### config.mk
export PLATFORM = sky130hd
export DESIGN_NAME = swfc_engine
export DESIGN_NICKNAME = d
export VERILOG_FILES = /design/src/rtl/swfc_pkg.sv /design/src/rtl/swfc_rx_match.sv /design/src/rtl/swfc_tx_ctrl.sv /design/src/rtl/swfc_irq.sv /design/src/rtl/swfc_engine.sv
export SDC_FILE = /design/constraint.sdc
export NUM_CORES = 1
export LEC_CHECK = 0
export ABC_CLOCK_PERIOD_IN_PS = 4700
export BUFFER_PORTS_ARGS = -buffer_cell sky130_fd_sc_hd__clkbuf_2
export CORE_MARGIN = 4
export CORE_UTILIZATION = 49
export CTS_CLUSTER_DIAMETER = 30
export DETAILED_ROUTE_END_ITERATION = 12
export PLACE_DENSITY_LB_ADDON = 0.05
export SLEW_MARGIN = 40
export SYNTH_ARGS = -nofsm -noshare
export SYNTH_HDL_FRONTEND = slang
export SYNTH_HIERARCHICAL = 1
export SYNTH_SLANG_ARGS = --single-unit
### constraint.sdc
create_clock -name clk -period 4.7 [get_ports clk]
set_input_delay 0.94 -clock clk [delete_from_list [all_inputs] [get_ports clk]]
set_output_delay 0.94 -clock clk [all_outputs]
set_load 0.05 [all_outputs]
### src/rtl/swfc_pkg.sv
package swfc_pkg;

    // Character-set selection, shared by the receive and transmit fields
    typedef enum logic [1:0] {
        CS_NONE = 2'b00,
        CS_SET2 = 2'b01,
        CS_SET1 = 2'b10,
        CS_PAIR = 2'b11
    } chset_e;

    typedef enum logic [1:0] {
        RM_IDLE,
        RM_ON_HALF,
        RM_OFF_HALF
    } rxm_state_e;

    typedef enum logic [2:0] {
        TX_IDLE,
        TX_OFF_FIRST,
        TX_OFF_SECOND,
        TX_PAUSED,
        TX_ON_FIRST,
        TX_ON_SECOND
    } txc_state_e;

    localparam int ST_CTS_BIT       = 0;
    localparam int ST_DSR_BIT       = 1;
    localparam int ST_XOFF_HELD_BIT = 3;
    localparam int ST_XOFF_SENT_BIT = 4;

    localparam logic [7:0] IRQ_ID_FLOWCHAR = 8'h10;
    localparam logic [7:0] IRQ_ID_NONE     = 8'h01;

endpackage

### src/rtl/swfc_rx_match.sv
module swfc_rx_match
    import swfc_pkg::*;
#(
    parameter int CHAR_W = 8
) (
    input  logic              clk,
    input  logic              rst_n,
    input  chset_e            mode_i,
    input  logic              xon_any_i,
    input  logic [CHAR_W-1:0] xon1_i,
    input  logic [CHAR_W-1:0] xon2_i,
    input  logic [CHAR_W-1:0] xoff1_i,
    input  logic [CHAR_W-1:0] xoff2_i,
    input  logic              rx_valid_i,
    input  logic [CHAR_W-1:0] rx_byte_i,
    output logic              fwd_valid_o,
    output logic [CHAR_W-1:0] fwd_byte_o,
    output logic              held_o,
    output logic              ctrl_hit_o
);

    rxm_state_e cur_q, nxt;
    logic on_hit, off_hit;
    logic pair_on_done, pair_off_done;
    logic held_q;

    // next-state and match decode
    always_comb begin
        nxt           = cur_q;
        on_hit        = 1'b0;
        off_hit       = 1'b0;
        pair_on_done  = 1'b0;
        pair_off_done = 1'b0;
        if (rx_valid_i) begin
            unique case (mode_i)
                CS_NONE: nxt = RM_IDLE;
                CS_SET1: begin
                    nxt     = RM_IDLE;
                    off_hit = (rx_byte_i == xoff1_i);
                    on_hit  = !off_hit && (rx_byte_i == xon1_i);
                end
                CS_SET2: begin
                    nxt     = RM_IDLE;
                    off_hit = (rx_byte_i == xoff2_i);
                    on_hit  = !off_hit && (rx_byte_i == xon2_i);
                end
                CS_PAIR: begin
                    pair_off_done = (cur_q == RM_OFF_HALF) && (rx_byte_i == xoff2_i);
                    pair_on_done  = (cur_q == RM_ON_HALF) && (rx_byte_i == xon2_i);
                    if (pair_off_done) begin
                        off_hit = 1'b1;
                        nxt     = RM_IDLE;
                    end else if (pair_on_done) begin
                        on_hit = 1'b1;
                        nxt    = RM_IDLE;
                    end else if (rx_byte_i == xoff1_i) begin
                        nxt = RM_OFF_HALF;
                    end else if (rx_byte_i == xon1_i) begin
                        nxt = RM_ON_HALF;
                    end else begin
                        nxt = RM_IDLE;
                    end
                end
            endcase
        end else if (mode_i != CS_PAIR) begin
            nxt = RM_IDLE;
        end
    end

    // state register
    always_ff @(posedge clk or negedge rst_n) begin
        if (!rst_n) cur_q <= RM_IDLE;
        else        cur_q <= nxt;
    end

    // output registers: hold flag and forwarded byte
    always_ff @(posedge clk or negedge rst_n) begin
        if (!rst_n) begin
            held_q      <= 1'b0;
            fwd_valid_o <= 1'b0;
            fwd_byte_o  <= '0;
        end else begin
            if (mode_i == CS_NONE)             held_q <= 1'b0;
            else if (off_hit)                  held_q <= 1'b1;
            else if (on_hit)                   held_q <= 1'b0;
            else if (rx_valid_i && xon_any_i)  held_q <= 1'b0;
            fwd_valid_o <= rx_valid_i && !(on_hit || off_hit);
            if (rx_valid_i) fwd_byte_o <= rx_byte_i;
        end
    end

    assign held_o     = held_q;
    assign ctrl_hit_o = on_hit || off_hit;

endmodule

### src/rtl/swfc_tx_ctrl.sv
module swfc_tx_ctrl
    import swfc_pkg::*;
#(
    parameter int CHAR_W = 8,
    parameter int LVL_W  = 9
) (
    input  logic              clk,
    input  logic              rst_n,
    input  chset_e            mode_i,
    input  logic [CHAR_W-1:0] xon1_i,
    input  logic [CHAR_W-1:0] xon2_i,
    input  logic [CHAR_W-1:0] xoff1_i,
    input  logic [CHAR_W-1:0] xoff2_i,
    input  logic [LVL_W-1:0]  level_i,
    input  logic [LVL_W-1:0]  hi_i,
    input  logic [LVL_W-1:0]  lo_i,
    input  logic              ser_busy_i,
    input  logic              ack_i,
    output logic              req_pending_o,
    output logic              inj_valid_o,
    output logic [CHAR_W-1:0] inj_char_o,
    output logic              xoff_sent_o
);

    txc_state_e cur_q, nxt;
    logic above_hi, below_lo, taken, is_pair;
    logic [CHAR_W-1:0] off_first, on_first;

    assign above_hi  = level_i > hi_i;
    assign below_lo  = level_i < lo_i;
    assign is_pair   = (mode_i == CS_PAIR);
    assign taken     = inj_valid_o && ack_i;
    assign off_first = (mode_i == CS_SET2) ? xoff2_i : xoff1_i;
    assign on_first  = (mode_i == CS_SET2) ? xon2_i  : xon1_i;

    // next-state
    always_comb begin
        nxt = cur_q;
        if (mode_i == CS_NONE) begin
            nxt = TX_IDLE;
        end else begin
            unique case (cur_q)
                TX_IDLE:       if (above_hi) nxt = TX_OFF_FIRST;
                TX_OFF_FIRST:  if (taken)    nxt = is_pair ? TX_OFF_SECOND : TX_PAUSED;
                TX_OFF_SECOND: if (taken)    nxt = TX_PAUSED;
                TX_PAUSED:     if (below_lo) nxt = TX_ON_FIRST;
                TX_ON_FIRST:   if (taken)    nxt = is_pair ? TX_ON_SECOND : TX_IDLE;
                TX_ON_SECOND:  if (taken)    nxt = TX_IDLE;
                default:                     nxt = TX_IDLE;
            endcase
        end
    end

    // state register
    always_ff @(posedge clk or negedge rst_n) begin
        if (!rst_n) cur_q <= TX_IDLE;
        else        cur_q <= nxt;
    end

    // outputs
    always_comb begin
        req_pending_o = 1'b0;
        inj_char_o    = '0;
        xoff_sent_o   = 1'b0;
        unique case (cur_q)
            TX_IDLE: ;
            TX_OFF_FIRST: begin
                req_pending_o = 1'b1;
                inj_char_o    = off_first;
            end
            TX_OFF_SECOND: begin
                req_pending_o = 1'b1;
                inj_char_o    = xoff2_i;
            end
            TX_PAUSED: xoff_sent_o = 1'b1;
            TX_ON_FIRST: begin
                req_pending_o = 1'b1;
                inj_char_o    = on_first;
                xoff_sent_o   = 1'b1;
            end
            TX_ON_SECOND: begin
                req_pending_o = 1'b1;
                inj_char_o    = xon2_i;
                xoff_sent_o   = 1'b1;
            end
            default: ;
        endcase
        inj_valid_o = req_pending_o && !ser_busy_i;
    end

endmodule

### src/rtl/swfc_irq.sv
module swfc_irq
    import swfc_pkg::*;
(
    input  logic       clk,
    input  logic       rst_n,
    input  logic       set_i,
    input  logic       clr_i,
    input  logic       en_i,
    output logic       irq_o,
    output logic [7:0] id_o
);

    logic pend_q;

    always_ff @(posedge clk or negedge rst_n) begin
        if (!rst_n)     pend_q <= 1'b0;
        else if (set_i) pend_q <= 1'b1;
        else if (clr_i) pend_q <= 1'b0;
    end

    assign irq_o = pend_q && en_i;
    assign id_o  = irq_o ? IRQ_ID_FLOWCHAR : IRQ_ID_NONE;

endmodule

### src/rtl/swfc_engine.sv
module swfc_engine
    import swfc_pkg::*;
#(
    parameter int CHAR_W = 8,
    parameter int LVL_W  = 9
) (
    input  logic              clk,
    input  logic              rst_n,
    input  logic [3:0]        mode_i,
    input  logic              xon_any_i,
    input  logic [CHAR_W-1:0] xon1_i,
    input  logic [CHAR_W-1:0] xon2_i,
    input  logic [CHAR_W-1:0] xoff1_i,
    input  logic [CHAR_W-1:0] xoff2_i,
    input  logic [LVL_W-1:0]  hi_water_i,
    input  logic [LVL_W-1:0]  lo_water_i,
    input  logic [LVL_W-1:0]  fifo_level_i,
    input  logic              rx_valid_i,
    input  logic [CHAR_W-1:0] rx_byte_i,
    input  logic              ser_busy_i,
    input  logic              inj_ack_i,
    input  logic              cts_hold_i,
    input  logic              dsr_hold_i,
    input  logic              irq_en_i,
    input  logic              irq_clr_i,
    output logic              rx_fwd_valid_o,
    output logic [CHAR_W-1:0] rx_fwd_byte_o,
    output logic              tx_hold_o,
    output logic              data_ok_o,
    output logic              inj_valid_o,
    output logic [CHAR_W-1:0] inj_char_o,
    output logic [7:0]        status_o,
    output logic              irq_o,
    output logic [7:0]        irq_id_o
);

    chset_e rx_mode, tx_mode;
    logic   ctrl_hit, req_pending, xoff_sent;

    assign rx_mode = chset_e'(mode_i[1:0]);
    assign tx_mode = chset_e'(mode_i[3:2]);

    swfc_rx_match #(.CHAR_W(CHAR_W)) u_rx (
        .clk        (clk),
        .rst_n      (rst_n),
        .mode_i     (rx_mode),
        .xon_any_i  (xon_any_i),
        .xon1_i     (xon1_i),
        .xon2_i     (xon2_i),
        .xoff1_i    (xoff1_i),
        .xoff2_i    (xoff2_i),
        .rx_valid_i (rx_valid_i),
        .rx_byte_i  (rx_byte_i),
        .fwd_valid_o(rx_fwd_valid_o),
        .fwd_byte_o (rx_fwd_byte_o),
        .held_o     (tx_hold_o),
        .ctrl_hit_o (ctrl_hit)
    );

    swfc_tx_ctrl #(.CHAR_W(CHAR_W), .LVL_W(LVL_W)) u_tx (
        .clk          (clk),
        .rst_n        (rst_n),
        .mode_i       (tx_mode),
        .xon1_i       (xon1_i),
        .xon2_i       (xon2_i),
        .xoff1_i      (xoff1_i),
        .xoff2_i      (xoff2_i),
        .level_i      (fifo_level_i),
        .hi_i         (hi_water_i),
        .lo_i         (lo_water_i),
        .ser_busy_i   (ser_busy_i),
        .ack_i        (inj_ack_i),
        .req_pending_o(req_pending),
        .inj_valid_o  (inj_valid_o),
        .inj_char_o   (inj_char_o),
        .xoff_sent_o  (xoff_sent)
    );

    swfc_irq u_irq (
        .clk  (clk),
        .rst_n(rst_n),
        .set_i(ctrl_hit),
        .clr_i(irq_clr_i),
        .en_i (irq_en_i),
        .irq_o(irq_o),
        .id_o (irq_id_o)
    );

    assign data_ok_o = !ser_busy_i && !req_pending && !tx_hold_o;

    always_comb begin
        status_o                   = '0;
        status_o[ST_CTS_BIT]       = cts_hold_i;
        status_o[ST_DSR_BIT]       = dsr_hold_i;
        status_o[ST_XOFF_HELD_BIT] = tx_hold_o;
        status_o[ST_XOFF_SENT_BIT] = xoff_sent;
    end

endmodule

==> Word-level counts from Yosys, hierarchy flattened <==
Cells that the tools add are included.
{ "word_totals": {"reg_bits": 16, "out_inout_bits": 37, "word_cells": 95} }
{ "classes": {"order_cmp": 2, "eq_ne": 23, "muxes": 36, "reduce_logical": 28} }
{ "ops": {"columns": ["operator", "count"], "rows": [
  ["8-bit == test", 4],
  ["8-bit one-hot mux with 4 select lines", 1],
  ["3-bit two-way mux", 8],
  ["3-bit by 1-bit != test with 1-bit output (second input constant)", 6],
  ["3-bit one-hot mux with 6 select lines", 1],
  ["8-bit two-way mux", 2],
  ["1-bit two-way mux", 15],
  ["1-bit logical AND", 11],
  ["2-bit two-way mux", 5],
  ["9-bit greater-than comparator", 1],
  ["9-bit less-than comparator", 1],
  ["2-bit == test (second input constant)", 4],
  ["2-bit by 1-bit == test with 1-bit output (second input constant)", 3],
  ["3-bit by 2-bit == test with 1-bit output (second input constant)", 2],
  ["3-bit == test (second input constant)", 2],
  ["1-bit zero test", 6],
  ["1-bit one-hot mux with 3 select lines", 2],
  ["6-bit AND reduction", 1],
  ["3-bit OR reduction", 2],
  ["5-bit two-way mux", 1],
  ["2-bit zero test", 2],
  ["2-bit one-hot mux with 2 select lines", 1],
  ["2-bit nonzero test", 2],
  ["4-bit nonzero test", 1],
  ["other kinds (5)", 5]
]} }

==> Logic depth before layout (Yosys ltp) <==
Gate-level depths: netlist of the first run.
{ "logic_depth": {"depth_word": 9, "mapped_depth": 7} }

==> Cells and area by module <==
Netlist of the first run, hierarchy kept.
{ "by_module_without_submodules": {"columns": ["module", "instances", "cells_each", "area_each_um2", "seq_area_each_um2"], "rows": [
  ["swfc_rx_match", 1, 103, 1013.5, 300.3],
  ["swfc_tx_ctrl", 1, 130, 958.4, 75.1],
  ["swfc_irq", 1, 13, 105.1, 25.0],
  ["swfc_engine", 1, 10, 73.8, 0.0]
]} }

==> Worst setup path before layout of the first run <==
No wires, ideal clock.
{ "synth_path": {"kind": "input to output", "start": "input mode_i[2]", "end": "output inj_char_o[0]", "arrival_time_ns": 1.956, "required_ns": 3.760, "path_slack_ns": 1.804, "stages": 4, "path_buffers": 0, "cell_sequence": "nor2b_1 nor2_1 nor2_1 a221o_1"} }
{ "synth_via": {"elab_chain_len": 3, "word_cells_on_any_way": 4, "cone_classes": "1 x eq/ne; 3 x mux"} }
{ "synth_lines": {"columns": ["element", "line", "source"], "rows": [
  ["start, declared", "swfc_engine.sv:9", "input logic [3:0] mode_i,"],
  ["2-bit by 1-bit == test with 1-bit output *", "swfc_tx_ctrl.sv:33, swfc_tx_ctrl.sv:34", null],
  ["8-bit two-way mux (on tied branches)", "swfc_tx_ctrl.sv:34, swfc_tx_ctrl.sv:33", null],
  ["8-bit one-hot mux with 4 select lines *", "swfc_tx_ctrl.sv:65", "unique case (cur_q)"],
  ["end, declared", "swfc_engine.sv:31", "output logic [CHAR_W-1:0] inj_char_o,"]
]} }
Every way passes the cells marked *; elsewhere a longest branch is shown, timed or not.

==> Worst setup path in the final report of the first run <==
Ends and elaborated chain as after synthesis.

==> results of run 1 <==
-- Yosys cell counts (4+ instances only) --
cell type	n
xnor2_1	29
nor2_1	22
inv_1	20
ha_1	17
dfrtp_1	16
buf_4	15
nand4_1	10
buf_2	9
a221o_1	8
a22oi_1	8
mux2_2	8
nand2_1	8
nand2b_1	6
nor2b_1	5
a21oi_1	4
nor3_1	4
o21ai_0	4
or2_1	4
xnor2_2	4
-- power by group through the flow --
| stage | Clock [mW] | Sequential (mW) | Combinational [mW] |
|---|---|---|---|
| after global routing | 0.131 | 0.207 | 0.784 |
| after floorplan | 0 | 0.199 | 0.610 |
| after detailed placement | 0 | 0.204 | 0.732 |
| final | 0.120 | 0.204 | 0.733 |
| after CTS | 0.123 | 0.201 | 0.733 |
| after global placement | 0 | 0.203 | 0.730 |
-- flip-flops by register name, indices dropped and copies added (netlist names) --
register          count
u_irq/pend_q          1
u_rx/held_o           1
u_rx/cur_q            2
u_rx/fwd_valid_o      1
u_rx/fwd_byte_o       8
u_tx/cur_q            3
-- worst max path at each step --
| stage | startpoint | endpoint | slack, ns | cells past startpoint |
|---|---|---|---|---|
| final | mode_i[2] | inj_char_o[0] | 1.24 | 6 |
| after global placement | mode_i[2] | inj_char_o[0] | 1.30 | 6 |
| after CTS | mode_i[2] | inj_char_o[0] | 1.29 | 6 |
| after detailed placement | mode_i[2] | inj_char_o[0] | 1.29 | 6 |
| after global routing | mode_i[2] | inj_char_o[0] | 1.16 | 6 |
| after floorplan | mode_i[2] | inj_char_o[0] | 1.80 | 4 |
-- final cells by class --
| type | count | share of cell area [%] |
|---|---|---|
| repair buffers | 103 | 19.74 |
| multi-input cells | 197 | 57.40 |
| well taps | 50 | 2.396 |
| inverters | 21 | 3.019 |
| clock buffers | 4 | 2.108 |
| flip-flops and latches | 16 | 15.33 |
-- kinds of logic (layout without fill, tap and decap cells) --
group           after synthesis  after routing  synth area share (%)
mux                           8              8                 4.189
buf+inv                      51            128                 13.09
fa+ha+maj                    17             17                 9.889
other cells                   2             10                0.3492
xor+xnor                     33             33                 14.83
simple gates                 74             74                 18.85
compound gates               55             55                 20.19
flops                        16             16                 18.62
-- metal layers --
layer,global-route usage [%],vias to the layer above
li1,-,1051
met1,23.62,944
met2,38.68,75
met3,4.865,0
met4,0.5929,0
met5,0,-
-- worst reg2reg max path, cell delays in order (launching register included) --
cell      delay [ns]
dfrtp_1         0.39
nand2b_1        0.18
a2111o_1        0.42
or2_1           0.25
a31oi_1         0.28
a21o_1          0.13
-- metrics by stage --
step	total power, mW	hold WS (ns)	area [sq um]	util (%)
floorplan	0.8096	0.4548	2181	-
global placement	0.9330	0.4688	2556	62.12
detailed placement	0.9354	0.4832	2556	62.12
CTS	1.058	0.4924	2611	63.45
global route	1.122	0.5345	2611	63.45
finish	1.056	0.4914	2611	63.45
==> impl_metrics.yaml, run 1 <==
job:
  maxCapViolCount: 0
worst_hold_path:
  holdPathStages: 1
  min_to: "u_irq/pend_q$_DFFE_PN0P_"
  hp-class: "flop to flop"
  worstHoldStart: "u_irq/pend_q$_DFFE_PN0P_"
final_layout:
  nets: 440
  fill_cells: 395
  layout_common_cells: "clkbuf_2 (103), xnor2_1 (29), nor2_1 (22)"
  areaGrowthSynthToFinish_pct: 21.41
  seqCellArea_sq_um: 400.4
  drive_above_1_share_pct: 37.24
  final_common_cell: "clkbuf_2"
  diodes: 0
  multi_input_comb_area_sq_um: 1499
  stdcell_count: 391
clock_tree:
  clock_path_buffers: 2
  insertion_delay_ns: 0.25
  cts_sinks: 16
  cts_tree: "done"
  root_buffer: "clkbuf_8"
  postCtsSetupBuffers: 0
  path_clk_slew_ns: 0.06
  hold_buffers: 0
  numCtsBuffers: 3
  cts-htree-levels: 1
  post_cts_resized: 0
worst_setup_path:
  r2r-end: "u_irq/pend_q$_DFFE_PN0P_"
  path_buf_inv: 2
  crit_required_ns: 3.76
  critPathKind: "primary input to output pin"
  critPathMaxFanout: 8
  r2r-start: "u_rx/cur_q[1]$_DFFE_PN0P_"
  worst_path_max_delay_cell: "nor2_1"
  critPathArrivalTime_ns: 2.52
  endpoint_kind: "output pin"
  cp-start-kind: "primary input"
  path_cells: "clkbuf_2 -> nor2b_1 -> nor2_1 -> nor2_1 -> a221o_1 -> clkbuf_2"
  r2r_slack_ns: 2.99
  slowest_delay_ns: 0.56
  critPathTopFamily: "simple AND/OR/NAND/NOR gates"
  worstRegToRegCells: 5
placement:
  place_ws_ns: 1.293
  place.gp.congestion: 0.8430
  hpwl_microns: 4860
  dp_cells: 387
  io_buffers: 103
synth:
  yosysTopAreaCell: "dfrtp_1"
  syn_inst: 256
  ys_seq_area_share_pct: 18.62
  synth_seq_cells: 16
  synth_top_area_share_pct: 18.62
  synthArstFlopShare_pct: 100.0
  synthDistinctLibCells: 54
  synth_area_sq_um: 2151
  yosysWarningCount: 6
  synth_edf_count: 0
  synth_area_per_cell_sq_um: 8.402
  synthFlopType: "dfrtp_1"
  ys_top_cells_by_area: "dfrtp_1 (19%), xnor2_1 (12%), ha_1 (9.9%)"
floorplanning:
  die_h_microns: 74.25
  design.core.area_sq_um: 4115
  die_x_microns: 74.25
  rows: 23
  io-pin-count: 118
  initial_core_util_pct: 52.27
  die-area_sq_um: 5513
sta:
  postLayoutSetupSlackWorst_ns: 1.239
  grt_setup_unrepaired: "no"
  drv_slew: 0
  hold_viol_final: 0
  tns_ns: 0
  period_share_pct: 73.64
  skew_ns: 0.0004595
  max-slew-margin-rel_pct: 52.62
  max_freq_ghz: 0.2889
  worst_pin_slew_ns: 0.7081
  period_needed_ns: 3.461
  setup_viol: 0
power_and_ir_drop:
  seqPwrFrac_pct: 19.3
  leakage_nw: 1.338
  p_clk_share_pct: 11.3
  combPwrFrac_pct: 69.4
  p_sw_mw: 0.5800
  ir_drop_mv: 0.3344
  sw_frac_of_total_pct: 54.92
  p_int_mw: 0.4760
  power.density_nw_per_um2: 404.4
grt:
  grt_pass1_vias: 1969
  grt_pass1_wl_microns: 8687
  globalRouteOverflowTotal: 0
  antenna_found_initial: 0
  track_usage_pct: 20.05
  grt_max_degree: 17
route:
  ant_nets: 0
  drc_errors: 0
  firstDrtPassIters: 4
  routedWlPerCell_microns: 14.39
  vias: 2070
  drt_iter0_drc: 103
  vias_per_cell: 5.294
  route.met2.wl_microns: 2959
  drt-met1-wl_microns: 2216
  top_layer_used: "met3"
  wl_met3_microns: 451
  routed_wl_microns: 5627
outcome:
  status: "finished, final reports clean"
Note: power is estimated with default switching activity, not from simulation.
==> inputs of run 2 (changes only) <==
Settings changed: ABC_CLOCK_PERIOD_IN_PS 4700 to 2900, CORE_UTILIZATION 49 to 41.
Clock period 4.7 ns to 2.9 ns, I/O delays scaled along.
==> run 2 against run 1 <==
  * Sequential power grew 63%
  * Die area up 17%
  * Setup slack worse by 1.0 ns
  * Largest power group unchanged
  * Global-route usage decreased by 3.2 points
  * Clock power rose by 62%
  * Wire length down 0.16%
  * Sequential share of layout area decreased by 0.19 points
  * Cell count up 5.4%
  * Combinational power grew 61%
  * Count of clock-buffer cells in the layout unchanged
==> impl_metrics.yaml, run 2 (synthesized netlist as in run 1, its figures left out) <==
outcome:
  status: "finished, final reports clean"
power_and_ir_drop:
  ir_drop_mv: 0.4719
  power_mw: 1.711
  power.density_nw_per_um2: 647.0
  leakage_nw: 1.343
grt:
  grt_max_degree: 17
  track_usage_pct: 16.84
  grt_pass1_wl_microns: 8680
  grt_pass1_vias: 1907
  globalRouteOverflowTotal: 0
  antenna_found_initial: 0
floorplanning:
  rows: 26
  design.core.area_sq_um: 5107
  die-area_sq_um: 6469
  die_x_microns: 80.43
  initial_core_util_pct: 42.11
  io-pin-count: 118
  die_h_microns: 80.43
clock_tree:
  hold_buffers: 0
  clock_path_buffers: 2
  path_clk_slew_ns: 0.06
  post_cts_resized: 0
  root_buffer: "clkbuf_8"
  postCtsSetupBuffers: 0
  cts_tree: "done"
  cts_sinks: 16
  numCtsBuffers: 3
  cts-htree-levels: 1
  insertion_delay_ns: 0.25
sta:
  hold_viol_final: 0
  max_freq_ghz: 0.3703
  period_needed_ns: 2.701
  drv_slew: 0
  tns_ns: 0
  skew_ns: 0.0008043
  grt_setup_unrepaired: "no"
  period_share_pct: 93.13
  setup_viol: 0
  worst_pin_slew_ns: 0.6304
  max-slew-margin-rel_pct: 57.88
worst_setup_path:
  critPathMaxFanout: 12
  critPathKind: "flop to output pin"
  r2r-end: "u_irq/pend_q$_DFFE_PN0P_"
  r2r_slack_ns: 1.29
  critPathArrivalTime_ns: 2.12
  cp-startpoint: "u_tx/cur_q[2]$_DFFE_PN0P_"
  cp-endpoint: "inj_char_o[3]"
  crit_required_ns: 2.32
  worstRegToRegCells: 5
  r2r-start: "u_rx/cur_q[1]$_DFFE_PN0P_"
  endpoint_kind: "output pin"
  cp-start-kind: "flop"
route:
  vias_per_cell: 4.932
  drc_errors: 0
  firstDrtPassIters: 6
  ant_nets: 0
  routedWlPerCell_microns: 13.64
  drt_iter0_drc: 54
  vias: 2032
  routed_wl_microns: 5618
final_layout:
  top_register: "u_rx/fwd_byte_o"
  top_regs: "u_rx/fwd_byte_o: 8 flops, u_tx/cur_q: 3 flops, u_rx/cur_q: 2 flops"
  drive_above_1_share_pct: 37.43
  final_common_cell: "clkbuf_2"
  diodes: 0
  areaGrowthSynthToFinish_pct: 22.92
  largest_reg_flops: 8
  stdcell_count: 412
  layout_common_cells: "clkbuf_2 (103), xnor2_1 (29), nor2_1 (22)"
  nets: 441
placement:
  dp_cells: 408
  place.gp.congestion: 0.8404
  io_buffers: 103
  hpwl_microns: 4845
job:
  maxCapViolCount: 0
worst_hold_path:
  hp-class: "primary input to async pin"
==> run 2: metal layers <==
layer / global-route usage, % / share of wire, %
met1: 20.31 / 41
met2: 32.28 / 52
met3: 2.354 / 6.2
met4: 1.689 / 0.34
met5: 0 / 0
==> run 2: how the worst min path moves through the flow <==
stage | start | endpoint | depth (start not counted)
5_1_grt | rst_n | u_rx/fwd_byte_o[7]$_DFFE_PN0P_ | 1
2_1_floorplan | rst_n | u_irq/pend_q$_DFFE_PN0P_ | 0
4_1_cts | rst_n | u_rx/fwd_byte_o[3]$_DFFE_PN0P_ | 1
6_report | rst_n | u_rx/fwd_valid_o$_DFF_PN0_ | 1
3_5_place_dp | u_irq/pend_q$_DFFE_PN0P_ | u_irq/pend_q$_DFFE_PN0P_ | 1
3_3_place_gp | u_irq/pend_q$_DFFE_PN0P_ | u_irq/pend_q$_DFFE_PN0P_ | 1
==> run 2: layout make-up <==
| cell class | instances | area (sq um) |
|---|---|---|
| clock buffers | 4 | 55.05 |
| repair buffers | 104 | 523.0 |
| well taps | 70 | 87.58 |
| inverters | 21 | 78.83 |
| flip-flops and latches | 16 | 400.4 |
| multi-input cells | 197 | 1499 |
| fillers | 553 | 2464 |
==> run 2: report_power, final <==
| part | leakage [nW] | total [mW] | switching [mW] | internal [mW] |
|---|---|---|---|---|
| combinational | 1.12 | 1.18 | 0.785 | 0.399 |
| sequential | 0.199 | 0.332 | 0.0755 | 0.256 |
| clock | 0.0288 | 0.194 | 0.0738 | 0.120 |
| total | 1.34 | 1.71 | 0.934 | 0.776 |
==> run 2: through the flow <==
stage	cell area, sq um	hold slack [ns]	util (%)	setup WS (ns)
after detailed placement	2589	0.4850	50.69	0.3248
after global placement	2589	0.4762	50.69	0.3700
after global routing	2644	0.2641	51.76	0.09630
after floorplan	2181	0.2844	-	0.6328
final	2644	0.2414	51.76	0.1992
after CTS	2644	0.2568	51.76	0.2211
==> run 2: critical path, cell delays in order (launching register included) <==
cell and delay (ns):
dfrtp_1 0.59, nor2b_1 0.58, a22oi_1 0.19, nor2_1 0.13
a221o_1 0.11, clkbuf_2 0.27
